### config.mk
export PLATFORM = sky130hd
export DESIGN_NAME = rx_word_gather
export DESIGN_NICKNAME = d
export VERILOG_FILES = /design/src/rtl/rx_word_gather_pkg.sv /design/src/rtl/rxwg_phase_ctl.sv /design/src/rtl/rxwg_history.sv /design/src/rtl/rxwg_lane_sel.sv /design/src/rtl/rxwg_word_pipe.sv /design/src/rtl/rx_word_gather.sv
export SDC_FILE = /design/constraint.sdc
export NUM_CORES = 1
export LEC_CHECK = 0
export CORE_MARGIN = 2
export CORE_UTILIZATION = 30
export CTS_BUF_LIST = sky130_fd_sc_hd__clkbuf_16
export DETAILED_ROUTE_END_ITERATION = 12
export PLACE_DENSITY = 0.46
export SLEW_MARGIN = 25
export SYNTH_ARGS = -nofsm -noshare
export SYNTH_HDL_FRONTEND = slang
export SYNTH_SLANG_ARGS = --single-unit
### constraint.sdc
create_clock -name clk -period 3.1 [get_ports clk]
set_clock_uncertainty 0.1 [all_clocks]
set_input_delay 0.62 -clock clk [delete_from_list [all_inputs] [get_ports clk]]
set_output_delay 0.62 -clock clk [all_outputs]
set_load 0.005 [all_outputs]
### src/rtl/rx_word_gather_pkg.sv
package rx_word_gather_pkg;
  parameter int unsigned CHAR_W = 10;
  parameter int unsigned DATA_W = 8;
  parameter int unsigned B8_POS = 8;
  parameter int unsigned B9_POS = 9;
endpackage

### src/rtl/rxwg_phase_ctl.sv
module rxwg_phase_ctl #(
  parameter int unsigned LANES     = 4,
  parameter int unsigned RST_PHASE = 0,
  localparam int unsigned PW       = $clog2(LANES),
  localparam int unsigned FILL_MAX = 2 * LANES - 2,
  localparam int unsigned FW       = $clog2(2 * LANES - 1)
) (
  input  logic          clk,
  input  logic          rst,
  input  logic          comma_in,
  input  logic          sync_in,
  output logic [PW-1:0] offset,
  output logic          tick,
  output logic          word_ok
);
  logic [PW-1:0] ph_q;
  logic [PW-1:0] off_q;
  logic          pend_q;
  logic [FW-1:0] fill_q;
  logic [PW-1:0] lane_now;
  logic          realign;

  // Lane this character occupies under the current boundary.
  assign lane_now = ph_q + off_q;
  assign realign  = sync_in & comma_in & (lane_now != '0);
  assign tick     = (ph_q == PW'(LANES - 1));
  assign offset   = off_q;
  assign word_ok  = (fill_q == FW'(FILL_MAX)) & ~pend_q & ~realign;

  always_ff @(posedge clk) begin
    if (rst) begin
      ph_q   <= PW'(RST_PHASE);
      off_q  <= '0;
      pend_q <= 1'b0;
      fill_q <= '0;
    end else begin
      ph_q <= ph_q + PW'(1);
      if (realign) off_q <= PW'(0) - ph_q;
      pend_q <= tick ? 1'b0 : (pend_q | realign);
      if (fill_q != FW'(FILL_MAX)) fill_q <= fill_q + FW'(1);
    end
  end

  AST_OFF_HELD_UNSYNCED: assert property (@(posedge clk) disable iff (rst)
    !sync_in |=> $stable(off_q));

  AST_COMMA_LANDS_LEAD: assert property (@(posedge clk) disable iff (rst)
    realign |=> (ph_q + off_q) == PW'(1));
endmodule

### src/rtl/rxwg_history.sv
module rxwg_history
  import rx_word_gather_pkg::*;
#(
  parameter int unsigned LANES = 4,
  localparam int unsigned HD   = 2 * LANES - 2,
  localparam int unsigned WIN  = 2 * LANES - 1
) (
  input  logic                        clk,
  input  logic                        rst,
  input  logic [CHAR_W-1:0]           char_in,
  input  logic                        cq_in,
  output logic [WIN-1:0][CHAR_W-1:0]  win_char,
  output logic [WIN-1:0]              win_cq
);
  logic [HD-1:0][CHAR_W-1:0] hist_q;
  logic [HD-1:0]             hcq_q;

  assign win_char[0] = char_in;
  assign win_cq[0]   = cq_in;

  for (genvar k = 1; k < WIN; k++) begin : g_win
    assign win_char[k] = hist_q[k-1];
    assign win_cq[k]   = hcq_q[k-1];
  end

  always_ff @(posedge clk) begin
    if (rst) begin
      hist_q <= '0;
      hcq_q  <= '0;
    end else begin
      hist_q <= {hist_q[HD-2:0], char_in};
      hcq_q  <= {hcq_q[HD-2:0], cq_in};
    end
  end
endmodule

### src/rtl/rxwg_lane_sel.sv
module rxwg_lane_sel
  import rx_word_gather_pkg::*;
#(
  parameter int unsigned LANES = 4,
  localparam int unsigned WIN  = 2 * LANES - 1,
  localparam int unsigned PW   = $clog2(LANES),
  localparam int unsigned IW   = $clog2(WIN)
) (
  input  logic [WIN-1:0][CHAR_W-1:0] win_char,
  input  logic [WIN-1:0]             win_cq,
  input  logic [PW-1:0]              offset,
  output logic [LANES*DATA_W-1:0]    w_data,
  output logic [LANES-1:0]           w_b8,
  output logic [LANES-1:0]           w_b9,
  output logic [LANES-1:0]           w_flag
);
  // Lane L (0 = earliest) picks the character LANES-1-L+offset back.
  for (genvar L = 0; L < LANES; L++) begin : g_lane
    localparam int unsigned SLOT = LANES - 1 - L;
    logic [IW-1:0] idx;
    assign idx = IW'(SLOT) + IW'(offset);
    assign w_data[SLOT*DATA_W +: DATA_W] = win_char[idx][DATA_W-1:0];
    assign w_b8[SLOT]   = win_char[idx][B8_POS];
    assign w_b9[SLOT]   = win_char[idx][B9_POS];
    assign w_flag[SLOT] = win_cq[idx];
  end
endmodule

### src/rtl/rxwg_word_pipe.sv
module rxwg_word_pipe #(
  parameter int unsigned WW  = 44,
  parameter int unsigned LAT = 4
) (
  input  logic          clk,
  input  logic          rst,
  input  logic          tick,
  input  logic          in_ok,
  input  logic [WW-1:0] in_word,
  output logic          out_valid,
  output logic [WW-1:0] out_word
);
  logic [LAT-1:0][WW-1:0] stg_q;
  logic [LAT-1:0]         vld_q;
  logic                   ov_q;

  always_ff @(posedge clk) begin
    if (rst) begin
      stg_q[0] <= '0;
      vld_q[0] <= 1'b0;
      ov_q     <= 1'b0;
    end else begin
      ov_q <= tick & vld_q[LAT-2];
      if (tick) begin
        stg_q[0] <= in_word;
        vld_q[0] <= in_ok;
      end
    end
  end

  for (genvar i = 1; i < LAT; i++) begin : g_stage
    always_ff @(posedge clk) begin
      if (rst) begin
        stg_q[i] <= '0;
        vld_q[i] <= 1'b0;
      end else if (tick) begin
        stg_q[i] <= stg_q[i-1];
        vld_q[i] <= vld_q[i-1];
      end
    end
  end

  assign out_valid = ov_q;
  assign out_word  = stg_q[LAT-1];
endmodule

### src/rtl/rx_word_gather.sv
module rx_word_gather
  import rx_word_gather_pkg::*;
#(
  parameter int unsigned LANES     = 4,
  parameter int unsigned LAT_WORDS = 4,
  parameter int unsigned RST_PHASE = 0,
  localparam int unsigned WIN = 2 * LANES - 1,
  localparam int unsigned PW  = $clog2(LANES),
  localparam int unsigned DW  = LANES * DATA_W,
  localparam int unsigned WW  = DW + 3 * LANES
) (
  input  logic              clk,
  input  logic              rst,
  input  logic [CHAR_W-1:0] rx_char,
  input  logic              rx_comma,
  input  logic              link_sync,
  output logic              wg_valid,
  output logic [DW-1:0]     wg_data,
  output logic [LANES-1:0]  wg_bit8,
  output logic [LANES-1:0]  wg_bit9,
  output logic [LANES-1:0]  wg_comma
);
  logic [PW-1:0]             offset;
  logic                      tick;
  logic                      word_ok;
  logic [WIN-1:0][CHAR_W-1:0] win_char;
  logic [WIN-1:0]            win_cq;
  logic [DW-1:0]             w_data;
  logic [LANES-1:0]          w_b8, w_b9, w_flag;
  logic [WW-1:0]             out_word;

  rxwg_phase_ctl #(.LANES(LANES), .RST_PHASE(RST_PHASE)) u_ctl (
    .clk(clk), .rst(rst), .comma_in(rx_comma), .sync_in(link_sync),
    .offset(offset), .tick(tick), .word_ok(word_ok)
  );

  rxwg_history #(.LANES(LANES)) u_hist (
    .clk(clk), .rst(rst), .char_in(rx_char), .cq_in(rx_comma & link_sync),
    .win_char(win_char), .win_cq(win_cq)
  );

  rxwg_lane_sel #(.LANES(LANES)) u_sel (
    .win_char(win_char), .win_cq(win_cq), .offset(offset),
    .w_data(w_data), .w_b8(w_b8), .w_b9(w_b9), .w_flag(w_flag)
  );

  rxwg_word_pipe #(.WW(WW), .LAT(LAT_WORDS)) u_pipe (
    .clk(clk), .rst(rst), .tick(tick), .in_ok(word_ok),
    .in_word({w_data, w_b8, w_b9, w_flag}),
    .out_valid(wg_valid), .out_word(out_word)
  );

  assign {wg_data, wg_bit8, wg_bit9, wg_comma} = out_word;

  AST_FLAG_ONLY_LEAD: assert property (@(posedge clk) disable iff (rst)
    wg_valid |-> (wg_comma[LANES-2:0] == '0));

  AST_STROBE_ISOLATED: assert property (@(posedge clk) disable iff (rst)
    wg_valid |=> (!wg_valid && $stable(wg_data)));
endmodule

### Yosys cells after proc, flatten, opt, wreduce, memory -nomap -nowiden

Cells that the tools add are included.

* register bits after elaboration: 254
* input port bits: 14
* output and inout port bits: 45
* logic and storage cells: 59

* add/subtract/negate cells: 7
* $lt $le $gt $ge: 4
* equal/unequal tests: 3
* muxes and demuxes: 16
* bitwise gates (word level): 8
* reductions and logical operators: 2

Operator list (number)
* 10-bit binary-select mux with 3-bit select: 3
* 10-bit 2-to-1 mux: 4
* 10-bit binary-select mux with 2-bit select: 1
* 3-bit by 4-bit < comparator with 1-bit output (second input constant): 3
* 1-bit binary-select mux with 3-bit select: 3
* 2-bit by 2-bit adder with 3-bit output (first input constant): 2
* 1-bit bitwise AND: 5
* 2-bit by 4-bit < comparator with 1-bit output (second input constant): 1
* 1-bit 2-to-1 mux: 4
* 1-bit by 2-bit adder with 3-bit output (first input constant): 1
* 3-bit by 1-bit adder with 3-bit output (second input constant): 1
* 3-bit == test (second input constant): 1
* 3-bit inequality test (second input constant): 1
* 2-bit by 1-bit adder with 2-bit output (second input constant): 1
* 2-bit adder: 1
* 1-bit binary-select mux with 2-bit select: 1
* 2-bit == test (second input constant): 1
* 1-bit inverter: 2
* 2-bit nonzero test: 1
* 2-bit OR reduction: 1
* 1-bit by 2-bit subtractor with 2-bit output (first input constant): 1
* 1-bit OR: 1

### Longest topological paths before layout

Gate-level depths: netlist of run 1.

* depth after elaboration: 5
* mapped depth: 12
* gate-level depth less buffers: 6

### Hierarchy

Synthesis of run 1 repeated with hierarchy kept, for this count alone.

* cell total of the unflattened synthesis: 974
* area total of the unflattened synthesis: 10640.2 µm²

Modules (own cells, without submodules)
* rxwg_word_pipe: times used 1, cells each 624, area an instance 6676.4 µm², seq. area each 3603.5 µm²
* rxwg_history: times used 1, cells each 150, area an instance 1879.3 µm², seq. area each 1321.3 µm²
* rxwg_lane_sel: times used 1, cells each 164, area an instance 1705.4 µm², seq. area each 0.0 µm²
* rxwg_phase_ctl: times used 1, cells each 35, area an instance 372.9 µm², seq. area each 160.2 µm²
* rx_word_gather: times used 1, cells each 1, area an instance 6.3 µm², seq. area each 0.0 µm²

### Least setup slack after synthesis of run 1

OpenSTA, ideal clock, no wires.

* kind: register to register
* from: reg u_ctl.off_q[0] (netlist: u_ctl.offset[0])
* to: reg u_pipe.stg_q[38] (netlist name)
* library setup time: 79 ps
* arrival time: 2329 ps
* required time: 2921 ps
* path slack: 591 ps
* stages on the path, launching flop included: 11
* path buffers: 5
* clock period less this slack: 2509 ps
* path through: dfxtp_1 > buf_2 > buf_6 > inv_1 > buf_1 > ha_1 > buf_6 > buf_12 > mux2i_1 > mux4_2 > a211oi_2

* longest elaborated chain between the ends: 3

RTL lines
* start: declaration: line rxwg_phase_ctl.sv:17 `logic [PW-1:0] off_q;`
* start signal: assignment: line rxwg_phase_ctl.sv:38 `if (realign) off_q <= PW'(0) - ph_q;`
* 2-bit by 2-bit adder with 3-bit output: line rxwg_lane_sel.sv:21 `assign idx = IW'(SLOT) + IW'(offset);`
* 10-bit binary-select mux with 3-bit select: line rxwg_lane_sel.sv:22 `assign w_data[SLOT*DATA_W +: DATA_W] = win_char[idx][DATA_W-1:0];`
* 10-bit 2-to-1 mux (not written as such): line rxwg_lane_sel.sv:22
* end: declaration: line rxwg_word_pipe.sv:13 `logic [LAT-1:0][WW-1:0] stg_q;`

No other way between the ends. The select of a mux whose other input is x is not followed.
A chain may end at the register's enable or synchronous reset.

### Worst setup path after layout of run 1

* from: reg u_ctl.off_q[1] (netlist: u_ctl.offset[1])
* to: reg u_pipe.stg_q[23] (netlist name)

* longest elaborated chain between the ends: 3

RTL lines (line)
* 1-bit by 2-bit adder with 3-bit output: rxwg_lane_sel.sv:21
* 10-bit binary-select mux with 3-bit select: rxwg_lane_sel.sv:22
* 10-bit 2-to-1 mux (not written as such): rxwg_lane_sel.sv:22

No other way between the ends. The select of a mux whose other input is x is not followed.

==> results of run 1 <==
-- cells by family after synthesis --
group                      count (synthesis)  share of synthesized area, %
and+or+nand+nor                          298                          13.0
DFF                                      254                          48.5
muxes                                    234                          25.1
buffers and inverters                    120                          7.12
AOI/OAI and AO/OA                         74                          5.35
adders and majority gates                  6                         0.715
xor gates and xnor gates                   2                         0.310
-- cell type report --
| type | instances | area share (%) |
|---|---|---|
| clock buffers | 29 | 6.02 |
| clock inverters | 24 | 1.99 |
| inverters | 5 | 0.156 |
| multi-input cells | 614 | 38.8 |
| flip-flops and latches | 254 | 42.2 |
| well taps | 455 | 4.72 |
| repair buffers | 71 | 6.07 |
-- power by group --
part | switching (mW) | total [mW] | internal (mW)
Clock | 1.34 | 3.45 | 2.11
Combinational | 0.273 | 0.468 | 0.195
Sequential | 0.0466 | 3.36 | 3.32
-- worst register-to-register path, cell delays in order (launching register included) --
cell,delay (ns)
dfxtp_1,0.32
inv_1,0.06
ha_2,0.46
buf_4,0.53
nor2b_1,0.50
o2bb2ai_1,0.16
o21ai_0,0.11
o22ai_1,0.14
-- per-layer routing --
| layer | up-vias | global-route usage [%] | routed length [µm] |
|---|---|---|---|
| li1 | 3340 | - | - |
| met1 | 3161 | 18.6 | 11800 |
| met2 | 90 | 18.9 | 9740 |
| met3 | 30 | 2.09 | 908 |
| met4 | 0 | 3.16 | 361 |
| met5 | - | 0 | 0 |
-- worst paths after layout --
check	startpoint	to	slack (ns)	depth (start not counted)
hold / removal	u_pipe.vld_q[2]	u_pipe.out_valid	0.34	2
setup / recovery	u_ctl.offset[1]	u_pipe.stg_q[23]	0.64	7
hold reg to reg	u_pipe.vld_q[2]	u_pipe.out_valid	0.34	2
setup reg to reg	u_ctl.offset[1]	u_pipe.stg_q[23]	0.64	7
-- synthesized netlist by cell type (5+ instances only) --
cell type,instances
a21oi_1,17
buf_1,5
buf_2,24
buf_4,47
clkbuf_1,29
dfxtp_1,254
ha_1,6
mux2i_1,209
mux4_2,23
nand2_1,16
nand2b_1,11
nor2_1,180
nor2b_1,70
nor3_1,15
o21ai_0,5
o221ai_1,13
o2bb2ai_1,17
-- layout by cell type (no fill, tap or decap), types with 3 or more instances in the layout --
master	count
a211oi_2	3
a21oi_1	17
a22oi_1	4
buf_12	4
buf_4	9
bufinv_16	5
clkbuf_16	29
clkdlybuf4s50_1	57
clkinv_1	7
clkinv_2	8
dfxtp_1	253
ha_1	4
inv_1	6
mux2i_1	209
mux4_2	23
nand2_1	16
nand2b_1	11
nor2_1	180
nor2b_1	70
nor3_1	15
o21ai_0	5
o221ai_1	13
o22ai_1	4
o2bb2ai_1	17
-- flip-flops by register name (all words and copies together), names as in the netlist, 2 cells and up --
register and cells:
u_pipe.vld_q 3, u_ctl.ph_q 2, u_ctl.fill_q 3, u_ctl.offset 2, u_pipe.stg_q 132, u_hist.hcq_q 6
u_pipe.out_word 44, u_hist.win_char 60
-- per-stage QoR --
step / power (mW) / instances / cell area (µm²) / worst slack, ns / hold slack, ns
floorplan: 3.79 / 988 / 10500 / 0.591 / 0.316
CTS: 7.42 / 1452 / 12000 / 0.638 / 0.346
finish: 7.28 / 1452 / 12000 / 0.637 / 0.341
detailed placement: 3.91 / 1399 / 11100 / 0.676 / 0.337
global placement: 3.91 / 1399 / 11100 / 0.683 / 0.333
global route: 7.60 / 1452 / 12000 / 0.444 / 0.372
==> results.yml, run 1 <==
synthesis:
  yosysWarnings: 0
  yosysSeqAreaShare_pct: 48.5
  synth-edff-count: 0
  ys_ff_latch: 254
  syn_avg_cell_area_um2: 10.6
  synthDistinctLibCells: 44
  syn_area_um2: 10500
  synth_top_area_cell: "dfxtp_1"
  ys.flop_type: "dfxtp_1"
  netlist.area_leader.share_pct: 48.5
  syn_nets: 1008
  syn-instance-count: 988
  async_flop_share_pct: 0
  ys_top_cells_by_area: "dfxtp_1 (48%), mux2i_1 (20%), nor2_1 (6.4%)"
routing:
  num_vias: 6621
  postRouteAntennaNets: 0
  vias_per_cell: 4.56
  first_pass_iters: 6
  post_drt_wl_per_cell_um: 15.7
  drt-total-wl_um: 22800
  drtIter0Drc: 346
  drc: 0
setup_path:
  cp_top_family: "buffers and inverters"
  cp_cell_sequence: "inv_1, ha_2, buf_4, nor2b_1, o2bb2ai_1, o21ai_0, o22ai_1"
  crit_required_ns: 3.45
  cp-end-kind: "register"
  crit_type: "reg -> reg"
  start_kind: "register"
  cp_slowest_cell: "buf_4"
  worst-path-buf-inv: 2
  crit_fanout: 37
  cp_slowest_stage_delay_ns: 0.53
  worst_ep_arrival_time_ns: 2.81
floorplan:
  io_pins: 59
  row_count: 68
  die_x_um: 191
  initial_core_util_pct: 30.5
  die_area_um2: 36500
  core_area_um2: 34500
  die_y_um: 191
sta:
  slew_viol_final: 0
  fmax_mhz: 406
  fin_crit_ns: 2.46
  finalCritPeriodShare_pct: 79.5
  finalHoldViolCount: 0
  rsz0062_at_grt: "no"
  slew_headroom_pct: 52.4
  fin_tns_setup_ns: 0
  tightest_slew_ns: 0.713
  setup_violations: 0
finish:
  final_core_util_pct: 35.0
  layout.nets: 995
  seq_area_um2: 5090
  area_delta_synth_final_pct: 14.8
  multi_input_area_um2: 4680
  diodes: 0
  fillers: 3488
  drive_gt1_share_pct: 9.53
run:
  maxCapViolations: 0
place:
  gp_congestion: 0.758
  hpwl_um: 14400
  io_buffers: 58
clock_network:
  post-cts-setup-buffers: 0
  cts_made_buffers: 29
  cts_tree: "yes"
  cts.htree.levels: 1
  clk_path_buf_depth: 3
  cts-resized-gates: 0
  insertion_delay_ns: 0.53
  path_clk_slew_ns: 0.06
  root_buffer: "clkbuf_16"
  clock-sinks: 254
  ctsHoldBuffers: 0
grt:
  antenna_found_initial: 0
  grt_pass1_wl_um: 36900
  grt_max_degree: 89
  grt_pass1_vias: 6419
  grt_overflow_total: 0
  grt_usage_pct: 12.6
power:
  power_density_nw_per_um2: 604
  p_leak_nw: 4.00
  peakVddDrop_mv: 0.367
outcome:
  outcome: "finished, final reports clean"
hold_path:
  hp-class: "reg -> reg"
Power figures use the tool's default switching activity.
==> inputs of run 2 (changes only) <==
Clock period 3.1 ns to 2.3 ns, I/O delays scaled along.
==> run 2 against run 1 <==
Effect of this change:
- global-route usage down 0.19 points
- via count increased by 0.51%
- fmax up 21%
- sequential share of layout area decreased by 0.28 points
- design area rose by 0.67%
- largest cell class unchanged
- register-to-register slack got worse by 0.37 ns
- non-clock buffer count rose by 13
- clock-buffer cell count did not move
- first-iteration DRC count up 5.2%
- sequential power up 35%
- total power increased by 33%
==> results.yml, run 2 (same netlist as run 1, synthesis figures left out) <==
sta:
  rsz0062_at_grt: "no"
  slew_headroom_pct: 56.6
  fin_crit_ns: 2.04
  setup_violations: 0
  fin_tns_setup_ns: 0
  finalCritPeriodShare_pct: 88.5
  finalHoldViolCount: 0
  tightest_slew_ns: 0.651
  slew_viol_final: 0
  fmax_mhz: 491
setup_path:
  crit_required_ns: 2.65
  cp-end-kind: "register"
  crit_fanout: 15
  start_kind: "register"
  crit_type: "reg -> reg"
  worst_ep_arrival_time_ns: 2.39
power:
  comb_power_share_pct: 6.8
  p_int_mw: 7.48
  power_switching_mw: 2.19
  seqPwrFrac_pct: 46.9
  finalPower_mw: 9.67
  p_clk_share_pct: 46.2
  peakVddDrop_mv: 0.423
  p_leak_nw: 4.07
  power_density_nw_per_um2: 797
  swShare_pct: 22.7
clock_network:
  cts_made_buffers: 28
  path_clk_slew_ns: 0.06
  ctsHoldBuffers: 0
  clk_path_buf_depth: 3
  root_buffer: "clkbuf_16"
  cts-resized-gates: 0
  cts.htree.levels: 1
  cts_tree: "yes"
  post-cts-setup-buffers: 0
  insertion_delay_ns: 0.53
  clock-sinks: 254
finish:
  layout.nets: 1007
  area_delta_synth_final_pct: 15.6
  drive_gt1_share_pct: 10.4
  mostFrequentLayoutCell: "dfxtp_1"
  diodes: 0
  top_register: "u_pipe.stg_q"
  layout_common_cells: "dfxtp_1 (253), mux2i_1 (209), nor2_1 (180), nor2b_1 (70), clkdlybuf4s50_1 (57)"
  multi_input_area_um2: 4680
  largest_reg_flops: 132
  seq_area_um2: 5090
  fillers: 3459
  fin_cells: 1462
place:
  hpwl_um: 14900
  io_buffers: 58
  gp_congestion: 0.732
  post-place-cells: 1412
routing:
  post_drt_wl_per_cell_um: 15.5
  first_pass_iters: 4
  drt-total-wl_um: 22700
  postRouteAntennaNets: 0
  vias_per_cell: 4.55
  drtIter0Drc: 364
  drc: 0
  num_vias: 6655
grt:
  grt_usage_pct: 12.4
  grt_max_degree: 114
  top_usage_layer: "met1"
  antenna_found_initial: 0
  met2_usage_pct: 18.1
  use_met3_pct: 1.95
  use_met1_pct: 18.7
  grt_pass1_vias: 6396
  grt_overflow_total: 0
  grt_pass1_wl_um: 36300
outcome:
  outcome: "finished, final reports clean"
run:
  maxCapViolations: 0
hold_path:
  hp-class: "in -> reg"
floorplan:
  die_area_um2: 36500
  io_pins: 59
  core_area_um2: 34500
  initial_core_util_pct: 30.5
  row_count: 68
  die_y_um: 191
  die_x_um: 191
==> run 2: cell count changes in the layout (fill, tap and decap cells not counted), moves of 2 or more <==
cell,before,now
inv_1,6,8
clkinv_2,8,6
clkinv_1,7,5
buf_4,9,20
buf_12,4,6
==> run 2: stage by stage <==
step           hold WS, ns  cell area (µm²)  utilization (%)  setup slack (ns)
3_3_place_gp         0.338            11200             32.5             0.258
2_1_floorplan        0.316            10500                -           0.00787
3_5_place_dp         0.341            11200             32.5             0.255
6_report             0.233            12100             35.2             0.264
4_1_cts              0.224            12100             35.2             0.249
5_1_grt              0.236            12100             35.2             0.140
==> run 2: area by class of cell <==
class | instances | area share, %
multi-input cells | 614 | 38.6
clock inverters | 21 | 1.64
flip-flops and latches | 254 | 41.9
clock buffers | 29 | 5.98
well taps | 455 | 4.69
repair buffers | 84 | 7.04
inverters | 5 | 0.155
==> run 2: path summary, 6_finish.rpt <==
path                                       from                to  slack [ns]  cells after the start
worst min-delay path                        rst  u_pipe.stg_q[91]        0.23                      2
worst max-delay path            u_ctl.offset[0]  u_pipe.stg_q[43]        0.26                      6
worst max register to register  u_ctl.offset[0]  u_pipe.stg_q[43]        0.26                      6
worst min register to register  u_pipe.vld_q[2]  u_pipe.out_valid        0.34                      2
==> run 2: power by group through the flow <==
stage,clock network [mW],logic [mW],registers (mW)
final,4.47,0.662,4.54
after global routing,4.80,0.721,4.54
after CTS,4.64,0.673,4.53
after detailed placement,0,0.671,4.63
after global placement,0,0.668,4.63
after floorplan,0,0.503,4.60
==> run 2: worst max-delay path, cell delays in order (launching register included) <==
cell and delay (ns):
dfxtp_2 0.35, inv_2 0.04, ha_2 0.48, buf_12 0.20
mux2i_1 0.08, mux4_2 0.48, a211oi_2 0.22
==> run 2: per-layer routing <==
| metal | share of wire (%) | routed length [µm] | up-vias |
|---|---|---|---|
| li1 | - | - | 3374 |
| met1 | 53 | 12000 | 3161 |
| met2 | 41 | 9370 | 90 |
| met3 | 3.7 | 835 | 30 |
| met4 | 1.9 | 425 | 0 |
| met5 | 0 | 0 | - |
